$ cat src/rtl/smc_pkg.sv
// Shared types and helpers for the static memory bank controller.
// Assumes a 32-bit internal word; width codes are two bits per bank.
package smc_pkg;

    typedef enum logic [1:0] {
        BUS_W8   = 2'b00,
        BUS_W16  = 2'b01,
        BUS_W32  = 2'b10,
        BUS_W32A = 2'b11
    } bus_width_e;

    // log2 of the number of external cycles that one word needs
    function automatic logic [1:0] split_log2(input logic [1:0] code);
        case (bus_width_e'(code))
            BUS_W8:  return 2'd2;
            BUS_W16: return 2'd1;
            default: return 2'd0;
        endcase
    endfunction

endpackage

$ cat src/rtl/smc_bank_decode.sv
// Bank select decoder: turns the select field into a one-hot bank vector.
// Assumes NBANK <= 2**SEL_W; codes at or above NBANK give no hit.
module smc_bank_decode #(
    parameter int NBANK = 6,
    parameter int SEL_W = 3
) (
    input  logic [SEL_W-1:0] sel,
    output logic [NBANK-1:0] hit_oh,
    output logic             hit
);

    // one comparator per bank
    for (genvar i = 0; i < NBANK; i++) begin : g_bank
        assign hit_oh[i] = (sel == SEL_W'(i));
    end

    assign hit = |hit_oh;

endmodule

$ cat src/rtl/smc_cfg_select.sv
// Per-bank configuration select: AND-OR mux of the static bank settings
// under a one-hot bank vector. Assumes hit_oh is one-hot or zero.
module smc_cfg_select #(
    parameter int NBANK  = 6,
    parameter int WAIT_W = 4
) (
    input  logic [NBANK-1:0]        hit_oh,
    input  logic [2*NBANK-1:0]      cfg_width,
    input  logic [WAIT_W*NBANK-1:0] cfg_wst,
    input  logic [WAIT_W*NBANK-1:0] cfg_bwst,
    output logic [1:0]              width,
    output logic [WAIT_W-1:0]       wst,
    output logic [WAIT_W-1:0]       bwst
);

    // pick the selected bank's fields
    always_comb begin
        width = '0;
        wst   = '0;
        bwst  = '0;
        for (int i = 0; i < NBANK; i++) begin
            width = width | ({2{hit_oh[i]}}      & cfg_width[2*i +: 2]);
            wst   = wst   | ({WAIT_W{hit_oh[i]}} & cfg_wst[WAIT_W*i +: WAIT_W]);
            bwst  = bwst  | ({WAIT_W{hit_oh[i]}} & cfg_bwst[WAIT_W*i +: WAIT_W]);
        end
    end

endmodule

$ cat src/rtl/smc_lane.sv
// Data lane steering: selects the write piece for the current external
// cycle and merges a read piece into the partial word.
// Assumes DW divisible by 4; lg is 2 (bytes), 1 (halves) or 0 (word).
module smc_lane #(
    parameter int DW = 32
) (
    input  logic [1:0]    lg,
    input  logic [1:0]    piece,
    input  logic [DW-1:0] wdata,
    input  logic [DW-1:0] din,
    input  logic [DW-1:0] rbuf,
    output logic [DW-1:0] dout,
    output logic [DW-1:0] merged
);

    localparam int HW = DW / 2;
    localparam int BW = DW / 4;

    // steer one piece out and one piece in
    always_comb begin
        dout   = '0;
        merged = rbuf;
        case (lg)
            2'd2: begin
                dout[BW-1:0]            = wdata[int'(piece)*BW +: BW];
                merged[int'(piece)*BW +: BW] = din[BW-1:0];
            end
            2'd1: begin
                dout[HW-1:0]               = wdata[int'(piece[0])*HW +: HW];
                merged[int'(piece[0])*HW +: HW] = din[HW-1:0];
            end
            default: begin
                dout   = wdata;
                merged = din;
            end
        endcase
    end

endmodule

$ cat src/rtl/static_mem_ctrl.sv
// Static memory bank controller top. Accepts one word request at a time,
// decodes the bank, and runs width-split, wait-stretched external cycles.
// Assumes req_* are held stable while req_valid waits for acceptance and
// that cfg_* only change while no request runs.
module static_mem_ctrl
    import smc_pkg::*;
#(
    parameter int NBANK  = 6,
    parameter int AW     = 28,
    parameter int DW     = 32,
    parameter int WAIT_W = 4,
    parameter int LEN_W  = 2
) (
    input  logic                    clk,
    input  logic                    rst_n,
    input  logic                    req_valid,
    input  logic                    req_write,
    input  logic [AW+3:0]           req_addr,
    input  logic [DW-1:0]           req_wdata,
    input  logic [LEN_W-1:0]        req_len,
    output logic                    req_ready,
    output logic                    req_err,
    output logic [DW-1:0]           rd_data,
    output logic                    rd_valid,
    input  logic [2*NBANK-1:0]      cfg_width,
    input  logic [WAIT_W*NBANK-1:0] cfg_wst,
    input  logic [WAIT_W*NBANK-1:0] cfg_bwst,
    output logic [NBANK-1:0]        ext_cs_n,
    output logic [AW-1:0]           ext_addr,
    output logic [DW-1:0]           ext_dout,
    input  logic [DW-1:0]           ext_din,
    output logic                    ext_oe_n,
    output logic                    ext_we_n,
    output logic                    ext_dir,
    output logic                    ext_word,
    output logic                    ext_half
);

    localparam int SEL_W = 3;

    logic [NBANK-1:0]  hit_oh;
    logic              hit;
    logic [1:0]        sel_width;
    logic [WAIT_W-1:0] sel_wst;
    logic [WAIT_W-1:0] sel_bwst;

    logic              busy_q;
    logic              wr_q;
    logic              burst_q;
    logic [NBANK-1:0]  bank_q;
    logic [1:0]        lg_q;
    logic [WAIT_W-1:0] wst_q;
    logic [WAIT_W-1:0] bwst_q;
    logic [WAIT_W-1:0] cnt_q;
    logic [1:0]        piece_q;
    logic [LEN_W-1:0]  left_q;
    logic [AW-1:0]     addr_q;
    logic [DW-1:0]     wdata_q;
    logic [DW-1:0]     rbuf_q;
    logic [DW-1:0]     rdata_q;
    logic              ready_q;
    logic              err_q;
    logic              rvalid_q;

    logic [DW-1:0]     lane_dout;
    logic [DW-1:0]     lane_merged;
    logic              accept;
    logic              cyc_end;
    logic              word_end;
    logic [1:0]        piece_max;
    logic [AW-1:0]     step;
    logic              unused_addr_bits;

    assign unused_addr_bits = ^{req_addr[AW+3], req_addr[1:0]};

    smc_bank_decode #(
        .NBANK (NBANK),
        .SEL_W (SEL_W)
    ) i_decode (
        .sel    (req_addr[AW +: SEL_W]),
        .hit_oh (hit_oh),
        .hit    (hit)
    );

    smc_cfg_select #(
        .NBANK  (NBANK),
        .WAIT_W (WAIT_W)
    ) i_cfg (
        .hit_oh    (hit_oh),
        .cfg_width (cfg_width),
        .cfg_wst   (cfg_wst),
        .cfg_bwst  (cfg_bwst),
        .width     (sel_width),
        .wst       (sel_wst),
        .bwst      (sel_bwst)
    );

    smc_lane #(
        .DW (DW)
    ) i_lane (
        .lg     (lg_q),
        .piece  (piece_q),
        .wdata  (wdata_q),
        .din    (ext_din),
        .rbuf   (rbuf_q),
        .dout   (lane_dout),
        .merged (lane_merged)
    );

    // cycle bookkeeping derived from the current state
    always_comb begin
        accept   = req_valid & ~busy_q & ~ready_q;
        cyc_end  = busy_q & (cnt_q == '0);
        case (lg_q)
            2'd2:    piece_max = 2'd3;
            2'd1:    piece_max = 2'd1;
            default: piece_max = 2'd0;
        endcase
        word_end = cyc_end & (piece_q == piece_max);
        step     = AW'(3'd4 >> lg_q);
    end

    // request sequencer: acceptance, wait counting, piece and beat stepping
    always_ff @(posedge clk) begin
        if (!rst_n) begin
            busy_q   <= 1'b0;
            wr_q     <= 1'b0;
            burst_q  <= 1'b0;
            bank_q   <= '0;
            lg_q     <= '0;
            wst_q    <= '0;
            bwst_q   <= '0;
            cnt_q    <= '0;
            piece_q  <= '0;
            left_q   <= '0;
            addr_q   <= '0;
            ready_q  <= 1'b0;
            err_q    <= 1'b0;
        end else begin
            ready_q <= 1'b0;
            err_q   <= 1'b0;
            if (accept) begin
                if (!hit) begin
                    ready_q <= 1'b1;
                    err_q   <= 1'b1;
                end else begin
                    busy_q  <= 1'b1;
                    wr_q    <= req_write;
                    burst_q <= ~req_write & (req_len != '0);
                    bank_q  <= hit_oh;
                    lg_q    <= split_log2(sel_width);
                    wst_q   <= sel_wst;
                    bwst_q  <= sel_bwst;
                    cnt_q   <= sel_wst;
                    piece_q <= '0;
                    left_q  <= req_write ? '0 : req_len;
                    addr_q  <= {req_addr[AW-1:2], 2'b00};
                end
            end else if (busy_q) begin
                if (!cyc_end) begin
                    cnt_q <= cnt_q - WAIT_W'(1);
                end else begin
                    addr_q <= addr_q + step;
                    cnt_q  <= burst_q ? bwst_q : wst_q;
                    if (word_end) begin
                        piece_q <= '0;
                        if (left_q == '0) begin
                            busy_q  <= 1'b0;
                            ready_q <= 1'b1;
                        end else begin
                            left_q <= left_q - LEN_W'(1);
                        end
                    end else begin
                        piece_q <= piece_q + 2'd1;
                    end
                end
            end
        end
    end

    // data path registers: write word, read assembly and read output
    always_ff @(posedge clk) begin
        if (!rst_n) begin
            wdata_q  <= '0;
            rbuf_q   <= '0;
            rdata_q  <= '0;
            rvalid_q <= 1'b0;
        end else begin
            rvalid_q <= 1'b0;
            if (accept) begin
                wdata_q <= req_wdata;
            end
            if (cyc_end && !wr_q) begin
                rbuf_q <= lane_merged;
                if (word_end) begin
                    rdata_q  <= lane_merged;
                    rvalid_q <= 1'b1;
                end
            end
        end
    end

    // external bus outputs
    always_comb begin
        ext_cs_n = busy_q ? ~bank_q : '1;
        ext_addr = addr_q;
        ext_dout = lane_dout;
        ext_oe_n = ~(busy_q & ~wr_q);
        ext_we_n = ~(busy_q & wr_q);
        ext_dir  = busy_q & wr_q;
        ext_word = busy_q & (lg_q == 2'd0);
        ext_half = busy_q & (lg_q == 2'd1);
    end

    assign req_ready = ready_q;
    assign req_err   = err_q;
    assign rd_data   = rdata_q;
    assign rd_valid  = rvalid_q;

endmodule

$ cat config.mk
export PLATFORM = sky130hd
export DESIGN_NAME = static_mem_ctrl
export DESIGN_NICKNAME = d
export VERILOG_FILES = /design/src/rtl/smc_pkg.sv /design/src/rtl/smc_bank_decode.sv /design/src/rtl/smc_cfg_select.sv /design/src/rtl/smc_lane.sv /design/src/rtl/static_mem_ctrl.sv
export SDC_FILE = /design/constraint.sdc
export NUM_CORES = 1
export LEC_CHECK = 0
export ABC_AREA = 1
export CORE_ASPECT_RATIO = 0.6
export CORE_MARGIN = 5
export CORE_UTILIZATION = 50
export DETAILED_ROUTE_END_ITERATION = 10
export DONT_BUFFER_PORTS = 1
export GPL_TIMING_DRIVEN = 0
export PLACE_DENSITY = 0.66
export REMOVE_ABC_BUFFERS = 1
export SETUP_SLACK_MARGIN = 0.5
export SYNTH_ARGS = -nofsm -noshare
export SYNTH_HDL_FRONTEND = slang
export SYNTH_SLANG_ARGS = --single-unit
$ cat constraint.sdc
create_clock -name clk -period 6.3 [get_ports clk]
set_input_delay 1.26 -clock clk [delete_from_list [all_inputs] [get_ports clk]]
set_output_delay 1.26 -clock clk [all_outputs]
set_load 0.02 [all_outputs]
==> summary.md <==
| Metric | Value |
|---|---|
| Status | finished clean |
| Full die area | around 21,000 um^2 |
| Final #Nets | between 1,500 and 2,000 |
| Detailed placement HPWL | between 20 and 25 mm |
| Worst path required time | ~5.0 ns |
| Post-CTS setup buffer count | 0 |
| Sequential fraction of the synthesis area | 0.346 |
| Main synth FF type | dfxtp_1 |
| Io pins | 268 |
| Worst min path class | register to register |
| Max IR drop VDD | around 0.00022 V |
| RSZ-0062 raised after global routing | no |
| Core ar. | roughly 17,000 um^2 |
| Slowest stage delay, CP | a little under 0.9 ns |
| Final hold slack | 0.452 ns |
| Yosys reg bits | about 150 |
| Initial antenna violation count | 1 |
| Cell Chain, Critical Path | inv_1, ha_2, buf_12, inv_2, nor2_1, inv_2, a31oi_2, o221ai_1 |
| Critical path's top delay family | compound AO/OA/AOI/OAI gates |
| Mapped Avg Cell Area | ~6.4 um^2 |
| Via count | approximately 9,000 |
| Inserted Clock Buffers | 17 |
| N_diodes | 0 |
| Initial DRC Count | 828 |
| Area of the multi-input gates | slightly below 5000 um^2 |
| Worst-path cell with the longest stage delay | nor2_1 |
| Pin count of the biggest net entering global routing | about 110 |
| Vias in the first global route | 8,200 |
| GPL Wtd Cong | a little over 0.9 |
| Worst R2R Setup Slack | between 2 and 3 ns |
| Final hold violation count | 0 |
| Total grt overflow | 0 |
| Crit path top cell by count | inv_2 |
| CTS hold repair buffers | 0 |
| Worst skew pair latency | 0.43 ns |
| CTS H-tree lvls | 4 |
| CTS Sinks | ~150 |
| RR Endpoint | rbuf_q[7]$_SDFFE_PN0P_ |
| WL final | approximately 28 mm |
| Critical Path Start Type | register |
| Fraction of layout cells with a size suffix above 1 | 0.0445 |
| First-pass GRT wire length | roughly 45 mm |
| PostCTS Resize Cnt | 0 |
| Core Rows | 37 |
| Slew Viols, Final | 0 |
| Post-Syn Area | 8910 um^2 |
| Post-synth EDFFs | 0 |
| Placed instance count | approximately 1,600 |
| Die W | between 150 and 200 um |
| CTS root buf | clkbuf_16 |
| Worst-path clk slew | approximately 0.06 ns |
| Reg area | 3080 um^2 |
| Worst Path Buf+Inv | 4 |
| Post-DR wirelength/cell | 18.0 um |
| Relative slew slack | 0.248 |
| Drt drc | 0 |
| CTS tree | done |
| Post-synth ARST share | 0 |
| Setup_tns | 0 ns |
| Total of max-cap violations | 0 |
| Power Density | between 300 and 400 nW/um^2 |
| Hold Path End | wdata_q[4]$_SDFFE_PN0P_ |
| Achievable frequency | ~190 MHz |
| FF-to-FF Start | lg_q[0]$_SDFFE_PN0P_ |
| Post-synth cell types | 42 |
| Synth Warn # | 0 |
| Biggest fanout along the worst timing path | 39 |
| Post-route antenna net violation count | 0 |
| Starting Density | 0.515 |
| Hold Crit Depth | 2 |
| Leak | 3.84 nW |
| GRT Total Usage | 0.269 |
| R2R depth | 12 |
| TritonRoute pass-1 iters | 7 |
| Min-delay src | wdata_q[4]$_SDFFE_PN0P_ |
| Most common cell in the netlist | nand2_1 |
| Mapped Cells | about 1,400 |
| Skew final | 0.0136 ns |
| Fill cells | approximately 1,700 |
| Fin cells | about 1,600 |
| Die Y | roughly 110 um |
| Port Buffers | 0 |
| CP Capture Type | output pin |
| Top cells by count, synth | nand2_1 (323), o21ai_0 (164), inv_1 (163) |
| Longest Clk Path Bufs | 2 |
| P&R area growth vs syn | 7.48% |
| Crit path DAT | about 3.9 ns |
| Tcrit/Tclk final | 0.825 |
| Setup CP Type | register to output pin |
| Worst Tran Pin Value | approximately 1.1 ns |
| Clock period minus worst slack | a little over 5 ns |
| Setup violators final | 0 |
| Area contributors post-synth | dfxtp_1 (35%), nand2_1 (14%), o21ai_0 (9.2%) |
| Largest area contributor in the netlist | dfxtp_1 |
| Number of vias per cell | around 5.7 |
| Yosys top cell area share | 0.346 |
tightest hold or removal path, cell delays in order (launching register included):
cell	delay [ns]
dfxtp_1	0.30
inv_1	0.06
a21oi_1	0.05
stage by stage:
step	cell area (um^2)	total power, mW	worst slack (ns)	utilization
after CTS	9570	2.95	1.06	0.553
after global routing	9580	3.08	0.881	0.553
final	9580	2.94	1.10	0.553
after detailed placement	8920	1.78	1.61	0.515
after global placement	8840	1.77	-0.196	0.511
after floorplan	8550	1.61	1.73	-
power breakdown:
part	switching [mW]	leakage [nW]	internal (mW)
registers	0.131	1.26	1.07
clock network	0.408	0.322	0.756
logic	0.404	2.26	0.169
total	0.943	3.84	1.99
cells by family after synthesis:
group,synth area share
AND/OR/NAND/NOR,0.268
AO/OA/AOI/OAI,0.241
buffers and inverters,0.116
flip-flops,0.346
adder cells (fa/ha/maj),0.0225
XOR/XNOR,0.00491
multiplexers,0.00112
per-layer routing:
metal	vias to the layer above	wire length, um	GRT usage
met5	-	11	0
met4	2	349	0.0580
met3	31	3520	0.101
met2	436	11700	0.392
met1	4115	12900	0.382
li1	4498	-	-
registers in the layout, summed over array words and instances, names as in the netlist, 2 cells and up:
register  flops
rd_data      32
lg_q          2
cnt_q         4
wdata_q      32
rbuf_q       32
ext_addr     28
piece_q       2
bwst_q        4
left_q        2
bank_q        6
wst_q         4
worst max path at each step:
stage / from / end / slack [ns] / cells past startpoint
floorplan: req_valid / ext_addr[4]$_SDFFE_PN0P_ / 1.73 / 9
global placement: req_valid / ext_addr[24]$_SDFFE_PN0P_ / -0.20 / 10
detailed placement: lg_q[0]$_SDFFE_PN0P_ / ext_dout[1] / 1.61 / 8
CTS: piece_q[0]$_SDFFE_PN0P_ / ext_dout[1] / 1.06 / 5
global route: lg_q[0]$_SDFFE_PN0P_ / ext_dout[4] / 0.88 / 8
finish: lg_q[0]$_SDFFE_PN0P_ / ext_dout[3] / 1.10 / 8
cells in the final DEF (no fill, tap or decap), types with 8 or more instances in the layout:
cell type and count:
a21oi_1 142, clkbuf_16 17, dfxtp_1 153, ha_1 15, inv_1 163, inv_2 9, nand2_1 322, nand3_1 81
nand4_1 22, nor2_1 120, o211ai_1 24, o21ai_0 164, o21ai_1 8, o221ai_1 8, o22ai_1 27
final cells by class:
cell class | instances | share of cell area
Tap cell | 234 | 0.0306
Multi-Input combinational cell | 985 | 0.502
Timing Repair Buffer | 3 | 0.00705
Clock inverter | 9 | 0.0204
Clock buffer | 20 | 0.0477
Sequential cell | 154 | 0.322
Inverter | 178 | 0.0700
Power figures use the tool's default switching activity.
